**config.mk**
```make
export PLATFORM = sky130hd
export DESIGN_NAME = gate_seq_top
export DESIGN_NICKNAME = d
export VERILOG_FILES = /design/src/rtl/gds_pkg.sv /design/src/rtl/gds_tri_filter.sv /design/src/rtl/gds_wait_timer.sv /design/src/rtl/gate_seq_top.sv
export SDC_FILE = /design/constraint.sdc
export NUM_CORES = 1
export LEC_CHECK = 0
export CAP_MARGIN = 40
export CORE_ASPECT_RATIO = 0.7
export CORE_MARGIN = 5
export CORE_UTILIZATION = 51
export DETAILED_ROUTE_END_ITERATION = 12
export PLACE_DENSITY = 0.75
export SLEW_MARGIN = 20
export SYNTH_ARGS = -nofsm -noshare
export SYNTH_HDL_FRONTEND = slang
export SYNTH_SLANG_ARGS = --single-unit
```
**constraint.sdc**
```tcl
create_clock -name clk -period 2.2 [get_ports clk]
set_input_delay 0.22 -clock clk [delete_from_list [all_inputs] [get_ports clk]]
set_output_delay 0.22 -clock clk [all_outputs]
set_load 0.005 [all_outputs]
```
**src/rtl/gds_pkg.sv**
```systemverilog
package gds_pkg;

  typedef enum logic [2:0] {
    ST_OFF  = 3'd0,
    ST_HS   = 3'd1,
    ST_LS   = 3'd2,
    ST_DT   = 3'd3,
    ST_TRI  = 3'd4,
    ST_SHDN = 3'd5,
    ST_EXIT = 3'd6
  } seq_st_e;

  typedef enum logic [1:0] {
    W_STAY = 2'd0,
    W_OFF  = 2'd1,
    W_HS   = 2'd2,
    W_LS   = 2'd3
  } want_e;

  localparam logic [1:0] LVL_LO = 2'b00;
  localparam logic [1:0] LVL_HI = 2'b01;

endpackage

```
**src/rtl/gds_tri_filter.sv**
```systemverilog
module gds_tri_filter #(
  parameter int HOLD_CYC = 38
) (
  input  logic clk,
  input  logic rst_n,
  input  logic mid_in,
  output logic tri_off
);
  localparam int CW = (HOLD_CYC < 2) ? 1 : $clog2(HOLD_CYC);
  localparam logic [CW-1:0] SAT = CW'(HOLD_CYC - 1);

  logic [CW-1:0] cnt_q, cnt_d;
  logic          cnt_en;

  assign tri_off = mid_in & (cnt_q == SAT);
  assign cnt_en  = ~mid_in | (cnt_q != SAT);

  always_comb begin
    cnt_d = cnt_q;
    if (!mid_in)          cnt_d = '0;
    else if (cnt_q < SAT) cnt_d = cnt_q + 1'b1;
  end

  always_ff @(posedge clk or negedge rst_n) begin
    if (!rst_n)      cnt_q <= '0;
    else if (cnt_en) cnt_q <= cnt_d;
  end

  AST_TRI_NEEDS_MID: assert property (@(posedge clk) disable iff (!rst_n)
    (cnt_q != '0) |-> $past(mid_in));
endmodule

```
**src/rtl/gds_wait_timer.sv**
```systemverilog
module gds_wait_timer #(
  parameter int LIM = 5
) (
  input  logic clk,
  input  logic rst_n,
  input  logic clr,
  input  logic run,
  output logic done
);
  localparam int CW = (LIM < 2) ? 1 : $clog2(LIM);
  localparam logic [CW-1:0] LAST = CW'(LIM - 1);

  logic [CW-1:0] cnt_q, cnt_d;
  logic          cnt_en;

  assign done   = run & (cnt_q == LAST);
  assign cnt_en = clr | (run & ~done);

  always_comb begin
    cnt_d = cnt_q;
    if (clr)                cnt_d = '0;
    else if (run && !done)  cnt_d = cnt_q + 1'b1;
  end

  always_ff @(posedge clk or negedge rst_n) begin
    if (!rst_n)      cnt_q <= '0;
    else if (cnt_en) cnt_q <= cnt_d;
  end

  AST_CNT_BOUND: assert property (@(posedge clk) disable iff (!rst_n)
    cnt_q <= LAST);
endmodule

```
**src/rtl/gate_seq_top.sv**
```systemverilog
module gate_seq_top
  import gds_pkg::*;
#(
  parameter int HOLD_CYC = 38,
  parameter int DT_CYC   = 5,
  parameter int EXIT_CYC = 1250
) (
  input  logic       clk,
  input  logic       rst_n,
  input  logic [1:0] pwm_lvl,
  input  logic [1:0] mode_lvl,
  input  logic       il_neg,
  input  logic       hs_low,
  input  logic       ls_low,
  input  logic       supply_ok,
  output logic       hs_en,
  output logic       ls_en,
  output logic [2:0] seq_state
);
  seq_st_e st_q, st_d;
  logic    tgt_hs_q, tgt_hs_d;
  logic    zc_q, zc_d;
  want_e   want;

  logic pwm_hi, pwm_lo, pwm_mid;
  logic mode_de, mode_ccm, mode_flt;
  logic tri_off;
  logic opp_low;
  logic dt_clr, dt_run, dt_done;
  logic ex_clr, ex_run, ex_done;

  assign pwm_hi   = (pwm_lvl == LVL_HI);
  assign pwm_lo   = (pwm_lvl == LVL_LO);
  assign pwm_mid  = ~pwm_hi & ~pwm_lo;
  assign mode_de  = (mode_lvl == LVL_LO);
  assign mode_ccm = (mode_lvl == LVL_HI);
  assign mode_flt = ~mode_de & ~mode_ccm;

  gds_tri_filter #(.HOLD_CYC(HOLD_CYC)) u_tri (
    .clk(clk), .rst_n(rst_n), .mid_in(pwm_mid), .tri_off(tri_off)
  );

  assign opp_low = tgt_hs_q ? ls_low : hs_low;
  assign dt_run  = (st_q == ST_DT) & opp_low;

  gds_wait_timer #(.LIM(DT_CYC)) u_dt (
    .clk(clk), .rst_n(rst_n), .clr(dt_clr), .run(dt_run), .done(dt_done)
  );

  assign ex_run = (st_q == ST_EXIT);
  assign ex_clr = ~ex_run;

  gds_wait_timer #(.LIM(EXIT_CYC)) u_exit (
    .clk(clk), .rst_n(rst_n), .clr(ex_clr), .run(ex_run), .done(ex_done)
  );

  // requested switch position for this cycle
  always_comb begin
    want = W_STAY;
    if (pwm_hi) begin
      want = W_HS;
    end else if (pwm_lo) begin
      if (mode_de && (zc_q || (st_q == ST_LS && il_neg))) want = W_OFF;
      else                                                  want = W_LS;
    end else begin
      if (st_q == ST_LS && mode_de && il_neg) want = W_OFF;
      else if (st_q == ST_DT)                 want = tgt_hs_q ? W_HS : W_LS;
    end
  end

  // next state
  always_comb begin
    st_d     = st_q;
    tgt_hs_d = tgt_hs_q;
    dt_clr   = (st_q != ST_DT) | ~opp_low;
    if (!supply_ok) begin
      st_d = ST_OFF;
    end else if (st_q == ST_SHDN) begin
      if (!(mode_flt && pwm_mid)) st_d = ST_EXIT;
    end else if (st_q == ST_EXIT) begin
      if (ex_done) st_d = ST_OFF;
    end else if (mode_flt) begin
      st_d = tri_off ? ST_SHDN : ST_OFF;
    end else if (tri_off) begin
      st_d = ST_TRI;
    end else begin
      unique case (want)
        W_OFF: st_d = ST_OFF;
        W_HS: begin
          if (st_q == ST_DT && tgt_hs_q) begin
            if (dt_done) st_d = ST_HS;
          end else if (st_q != ST_HS) begin
            st_d     = ST_DT;
            tgt_hs_d = 1'b1;
            dt_clr   = 1'b1;
          end
        end
        W_LS: begin
          if (st_q == ST_DT && !tgt_hs_q) begin
            if (dt_done) st_d = ST_LS;
          end else if (st_q != ST_LS) begin
            st_d     = ST_DT;
            tgt_hs_d = 1'b0;
            dt_clr   = 1'b1;
          end
        end
        default: st_d = st_q;
      endcase
    end
  end

  always_comb begin
    zc_d = zc_q;
    if (pwm_hi)                                       zc_d = 1'b0;
    else if (st_q == ST_LS && mode_de && il_neg)      zc_d = 1'b1;
  end

  always_ff @(posedge clk or negedge rst_n) begin
    if (!rst_n) begin
      st_q     <= ST_OFF;
      tgt_hs_q <= 1'b0;
      zc_q     <= 1'b0;
    end else begin
      st_q     <= st_d;
      tgt_hs_q <= tgt_hs_d;
      zc_q     <= zc_d;
    end
  end

  // gate enables are qualified combinationally so clamps act without a clock
  assign hs_en = (st_q == ST_HS) & supply_ok & ~mode_flt;
  assign ls_en = (st_q == ST_LS) & supply_ok & ~mode_flt & ~(mode_de & il_neg);
  assign seq_state = st_q;

  AST_HS_AFTER_LS_LOW: assert property (@(posedge clk) disable iff (!rst_n)
    (st_q == ST_HS && $past(st_q) != ST_HS) |-> $past(ls_low));
  AST_LS_AFTER_HS_LOW: assert property (@(posedge clk) disable iff (!rst_n)
    (st_q == ST_LS && $past(st_q) != ST_LS) |-> $past(hs_low));
  AST_NO_SHOOT: assert property (@(posedge clk) disable iff (!rst_n)
    !(hs_en && ls_en));
  AST_UV_OFF: assert property (@(posedge clk) disable iff (!rst_n)
    !supply_ok |=> (st_q == ST_OFF));
  AST_FLOAT_QUIET: assert property (@(posedge clk) disable iff (!rst_n)
    (mode_flt && supply_ok && st_q != ST_SHDN && st_q != ST_EXIT)
      |=> (st_q == ST_OFF || st_q == ST_SHDN));
  AST_ZC_DROP: assert property (@(posedge clk) disable iff (!rst_n)
    (st_q == ST_LS && mode_de && pwm_lo && il_neg && supply_ok) |=> (st_q == ST_OFF));
  AST_EXIT_PATH: assert property (@(posedge clk) disable iff (!rst_n)
    (st_q == ST_EXIT && supply_ok) |=> (st_q == ST_EXIT || st_q == ST_OFF));
endmodule

```
### Word-level counts from Yosys, hierarchy flattened

Cells that the tools add are included.

| storage, ports and cells | value |
|---|---|
| output and inout port bits | 5 |
| flip-flop bits (word level) | 25 |
| word-level logic and storage cells | 139 |
| bits of input ports | 10 |

| cells by class | value |
|---|---|
| $lt $le $gt $ge | 1 |
| bitwise gates (word level) | 31 |
| equality and inequality tests | 30 |
| add/sub/neg operators | 3 |
| multiplexer cells | 45 |
| reductions and logical operators | 23 |

Operator list:

| kind | count |
|---|---|
| $mux W3 | 16 |
| $mux W11 | 2 |
| $mux W1 | 17 |
| $ne A8 B7 Y1 const B | 2 |
| $ne A8 B8 Y1 const B | 2 |
| $and A1 B1 Y1 | 14 |
| $not A1 Y1 | 13 |
| $mux W6 | 2 |
| $add A11 B1 Y11 const B | 1 |
| $eq A11 B11 Y1 const B | 1 |
| $mux W2 | 5 |
| $reduce_and A10 Y1 | 1 |
| $eq A3 B3 Y1 const B | 3 |
| $logic_and A1 B1 Y1 | 9 |
| $pmux W3 S3 | 1 |
| $ne A2 B2 Y1 const B | 4 |
| $ne A8 B1 Y1 const B | 1 |
| $reduce_and A7 Y1 | 1 |
| $add A6 B1 Y6 const B | 1 |
| $eq A2 B1 Y1 const B | 3 |
| $eq A3 B2 Y1 const B | 2 |
| $eq A6 B6 Y1 const B | 1 |
| $lt A6 B6 Y1 const B | 1 |
| $ne A3 B2 Y1 const B | 2 |
| other kinds (15) | 28 |

### Logic depth before layout (Yosys ltp)

| depth | value |
|---|---|
| word-level depth | 16 |
| gate-level depth with buffers | 8 |
| mapped depth without buffers | 8 |

### Hierarchy

A second synthesis with hierarchy kept.

| second synthesis, totals | value |
|---|---|
| cell total of the unflattened synthesis | 216 |
| area, all modules | 1,895.6 µm² |

Modules (own cells, without submodules):

| module | cells an instance | instances | seq. area each (µm²) | area an instance (µm²) |
|---|---|---|---|---|
| gate_seq_top | 91 | 1 | 125.1 | 673.1 |
| gds_wait_timer (u_exit) | 67 | 1 | 275.3 | 630.6 |
| gds_tri_filter | 40 | 1 | 150.1 | 385.4 |
| gds_wait_timer (u_dt) | 18 | 1 | 75.1 | 206.4 |

### Worst setup path before layout

OpenSTA, ideal clock, no wires.

| timing | value |
|---|---|
| path kind | register to register |
| start point | reg u_tri.cnt_q[1] |
| end point | reg st_q[1], in the netlist seq_state[1] |
| data arrival time | 2.130 ns |
| period minus slack after synthesis | 2.207 ns |
| path slack | -0.007 ns |
| buffers on the path | 0 |
| library setup time | 0.076 ns |
| data required time | 2.124 ns |
| stages on the path, launching flop included | 9 |
| cell sequence | dfrtp_1 -> inv_1 -> ha_1 -> nand4_1 -> o31ai_1 -> and4b_1 -> a211o_1 -> or4_1 -> o21ai_1 |

| between the ends | value |
|---|---|
| cells in the longest elaborated chain, start to end | 7 |
| elaborated cells between the ends (all ways) | 13 |
| classes of those cells | eq/ne: 6; mux: 5; bitwise: 1; reduce/logical: 1 |

RTL lines:

| element | line | source |
|---|---|---|
| start: declaration | gds_tri_filter.sv:12 | `logic [CW-1:0] cnt_q, cnt_d;` |
| start signal: assignment | gds_tri_filter.sv:26 | `else if (cnt_en) cnt_q <= cnt_d;` |
| $eq A6 B6 Y1 (*) | gds_tri_filter.sv:15 | `assign tri_off = mid_in & (cnt_q == SAT);` |
| $and A1 B1 Y1 (*) | gds_tri_filter.sv:15 |  |
| $mux W3 | gate_seq_top.sv:84 | `end else if (tri_off) begin` |
| $mux W3 | gate_seq_top.sv:82 | `end else if (mode_flt) begin` |
| $mux W3 | gate_seq_top.sv:80 | `end else if (st_q == ST_EXIT) begin` |
| $mux W3 | gate_seq_top.sv:78 | `end else if (st_q == ST_SHDN) begin` |
| $mux W3 | gate_seq_top.sv:76 | `if (!supply_ok) begin` |
| end signal: assignment | gate_seq_top.sv:124 | `st_q <= st_d;` |
| end: declaration | gate_seq_top.sv:20 | `seq_st_e st_q, st_d;` |

Every way passes the cells marked *; elsewhere a longest branch is shown, timed or not.
A chain may end at the register's enable or synchronous reset.

### Worst setup path in the final report

Same ends and word-level chain as after synthesis.

==> results.txt <==
Worst skew pair latency: 0.27 ns
H-tree depth: 1
Die Width: 77.61 um
Max-cap viol count: 0
Iteration count of the initial detailed-routing pass: 4
Largest net degree at the start of global routing: 26
Starting Density: 0.5254
Lkg Pwr: 0.9224 nW
Final std cell area, no fill: 2180 um2
Top-count cell post-synth: dfrtp_1
CP delay by family, top: simple AND/OR/NAND/NOR gates
Worst path max stage delay: 0.50 ns
Fin crit share: 1.034
CP Depth: 9
Die area: 4448 um2
Crit path cell chain: inv_2, ha_4, nand4_1, buf_4, o31ai_4, and4b_1, a211o_1, or4_4, o21ai_2
Final worst setup slack: -0.07529 ns
CTS tree: built
Port Buffers: 14
Mapped Nets: 206
Final net count: 252
Startpoint Class: flop
Number of synthesized flops with an enable pin: 0
Crit path arrival time: 2.48 ns
Tot GR Track Use: 0.1895
RSZ-0062 raised after global routing: true
Req. time, crit path: 2.41 ns
DP Worst Slack: -0.3391 ns
Setup-failing EPs final: 1
I/O pins: 15
Via/cell ratio: 5.688
Diode count: 0
Remaining DRCs: 0
Synth Warn #: 0
HPWL Detailed: 2.813 mm
Clock skew: 0.005899 ns
Layout cells sized above 1: 0.2265
Ranking of synthesized cells by area: dfrtp_1 (38%), ha_1 (5.4%), nor2_1 (5.3%), nand2_1 (4.6%), xor2_1 (4.3%)
Top cells by count, synth: dfrtp_1 (25), nor2_1 (23), nand2_1 (20)
Crit. End Element: flop
Cells after Synth: 189
Placement-stage cell area: 1977 um2
Worst R2R Path Depth: 9
Post-Route Setup TNS: -0.07529 ns
Crit Path Category: flop to flop
VDD IR max: 0.3426 mV
Root Buffer: clkbuf_8
Final max-slew violation count: 0
Fraction of registers with async set/reset: 1.000
Global-route wire length before repair: 6.886 mm
Slew Limit Headroom: 0.6016
ANT nets after route: 0
Synth Cell Area: 1632 um2
Area growth, synth to finish: 33.59%
Congestion Overflow GR: 0
Clock-pin slew on the worst setup and hold paths: 0.09 ns
Die H: 57.32 um
CTS Hold Buffers Added: 0
Core region area: 3105 um2
Antenna violations before repair: 0
Failing checks: negative setup slack
CP Buf/Inv Count: 2
Hold Vio Cnt, Final: 0
Core Rows: 17
Flops & latches, synth: 25
Clock sink count: 25
Hold Crit Class: input pin to asynchronous set/reset pin
Slew @ Worst Pin: 0.5921 ns
Yosys cell types: 42
Register area share after synthesis: 0.3834
Power per cell area: 422.2 nW/um2
Iter 0 DRT Violations: 104
Peak Freq: 439.5 MHz
Tot Pwr: 0.9202 mW
Longest Clk Path Bufs: 2
Worst-path maximum fanout: 3
Num CTS Buffers: 3
Final wirelength: 4.115 mm
Vias: 1,547
Syn Area/Cell: 8.633 um2
Run status: finished, violations left
Top-area cell type share of the netlist area: 0.3834
Largest area contributor in the netlist: dfrtp_1
Vias in the first global route: 1,463
Slowest stage cell, crit path: or4_4
Dominant synthesized flop cell: dfrtp_1
GPL Wtd Cong: 0.9346
DR WL/cell: 15.13 um
Final min period: 2.275 ns
-- timing repair --
item,4_1_cts,5_1_grt
setup endpoints to repair,2,7
setup buffers,6,3
resized for setup,13,11
pin swaps,5,6
-- final cells by class --
cell class | count | area (um2)
Inverter | 7 | 26.28
Fill cell | 229 | 925.9
Multi-Input combinational cell | 150 | 1040
Tap cell | 38 | 47.55
Clock buffer | 4 | 45.04
Timing Repair Buffer | 48 | 395.4
Sequential cell | 25 | 625.6
-- metrics by stage --
step | instances | hold WS, ns | utilization
floorplan | 189 | -0.07559 | -
detailed placement | 261 | 0.5360 | 0.6366
global route | 272 | 0.3560 | 0.7019
CTS | 270 | 0.3227 | 0.6781
finish | 272 | 0.3082 | 0.7019
global placement | 261 | 0.5264 | 0.6366
-- power breakdown --
group          leakage [nW]  internal [mW]  total, mW  switching [mW]
registers             0.345          0.470      0.486          0.0159
clock network        0.0228          0.130      0.273           0.144
logic                 0.555         0.0862      0.161          0.0750
total                 0.922          0.685      0.920           0.235
-- final timing paths --
| path | from | endpoint | slack [ns] |
|---|---|---|---|
| worst min register to register | u_exit.cnt_q[10] | u_exit.cnt_q[10] | 0.56 |
| worst max-delay path | u_tri.cnt_q[1] | seq_state[1] | -0.08 |
| min in group clk | u_exit.cnt_q[10] | u_exit.cnt_q[10] | 0.56 |
| worst min-delay path | rst_n | zc_q | 0.31 |
| max in group asynchronous | rst_n | u_exit.cnt_q[3] | 1.64 |
| worst max register to register | u_tri.cnt_q[1] | seq_state[1] | -0.08 |
-- registers in the layout, summed over array words and instances (netlist names) --
register and cells:
u_exit.cnt_q 11, u_dt.cnt_q 3, tgt_hs_q 1, seq_state 3, u_tri.cnt_q 6, zc_q 1
-- logic make-up after synthesis --
group	after synthesis	share of synthesized area
AO/OA/AOI/OAI	29	0.1112
XOR/XNOR	14	0.07515
adder cells (fa/ha/maj)	7	0.05368
buffers and inverters	14	0.04678
flip-flops	25	0.3834
multiplexers	2	0.01227
AND/OR/NAND/NOR	98	0.3175
-- routing by layer --
metal | GRT usage | wire length (um) | vias to the layer above
li1 | - | - | 749
met1 | 0.2607 | 1830 | 758
met2 | 0.3163 | 2072 | 36
met3 | 0.03785 | 180 | 4
met4 | 0.02941 | 30 | 0
met5 | 0 | 0 | -
-- placed cells by master (no fill, tap or decap), types with 2 or more instances in the layout --
cell and count:
a21oi_1 7, and2_1 4, and3_1 3, and4b_1 3
buf_4 34, clkbuf_8 3, clkdlybuf4s50_1 14, dfrtp_1 25
ha_1 6, inv_1 6, mux2i_1 2, nand2_1 20
nand2b_1 5, nand3_1 10, nand4_1 3, nor2_1 23
nor2b_1 5, nor3_1 3, nor3_4 2, nor4_1 4
o21ai_0 6, o21ai_1 2, o21ai_2 2, xnor2_1 6
xor2_1 8
No activity file was read; power rests on OpenSTA's default activity.
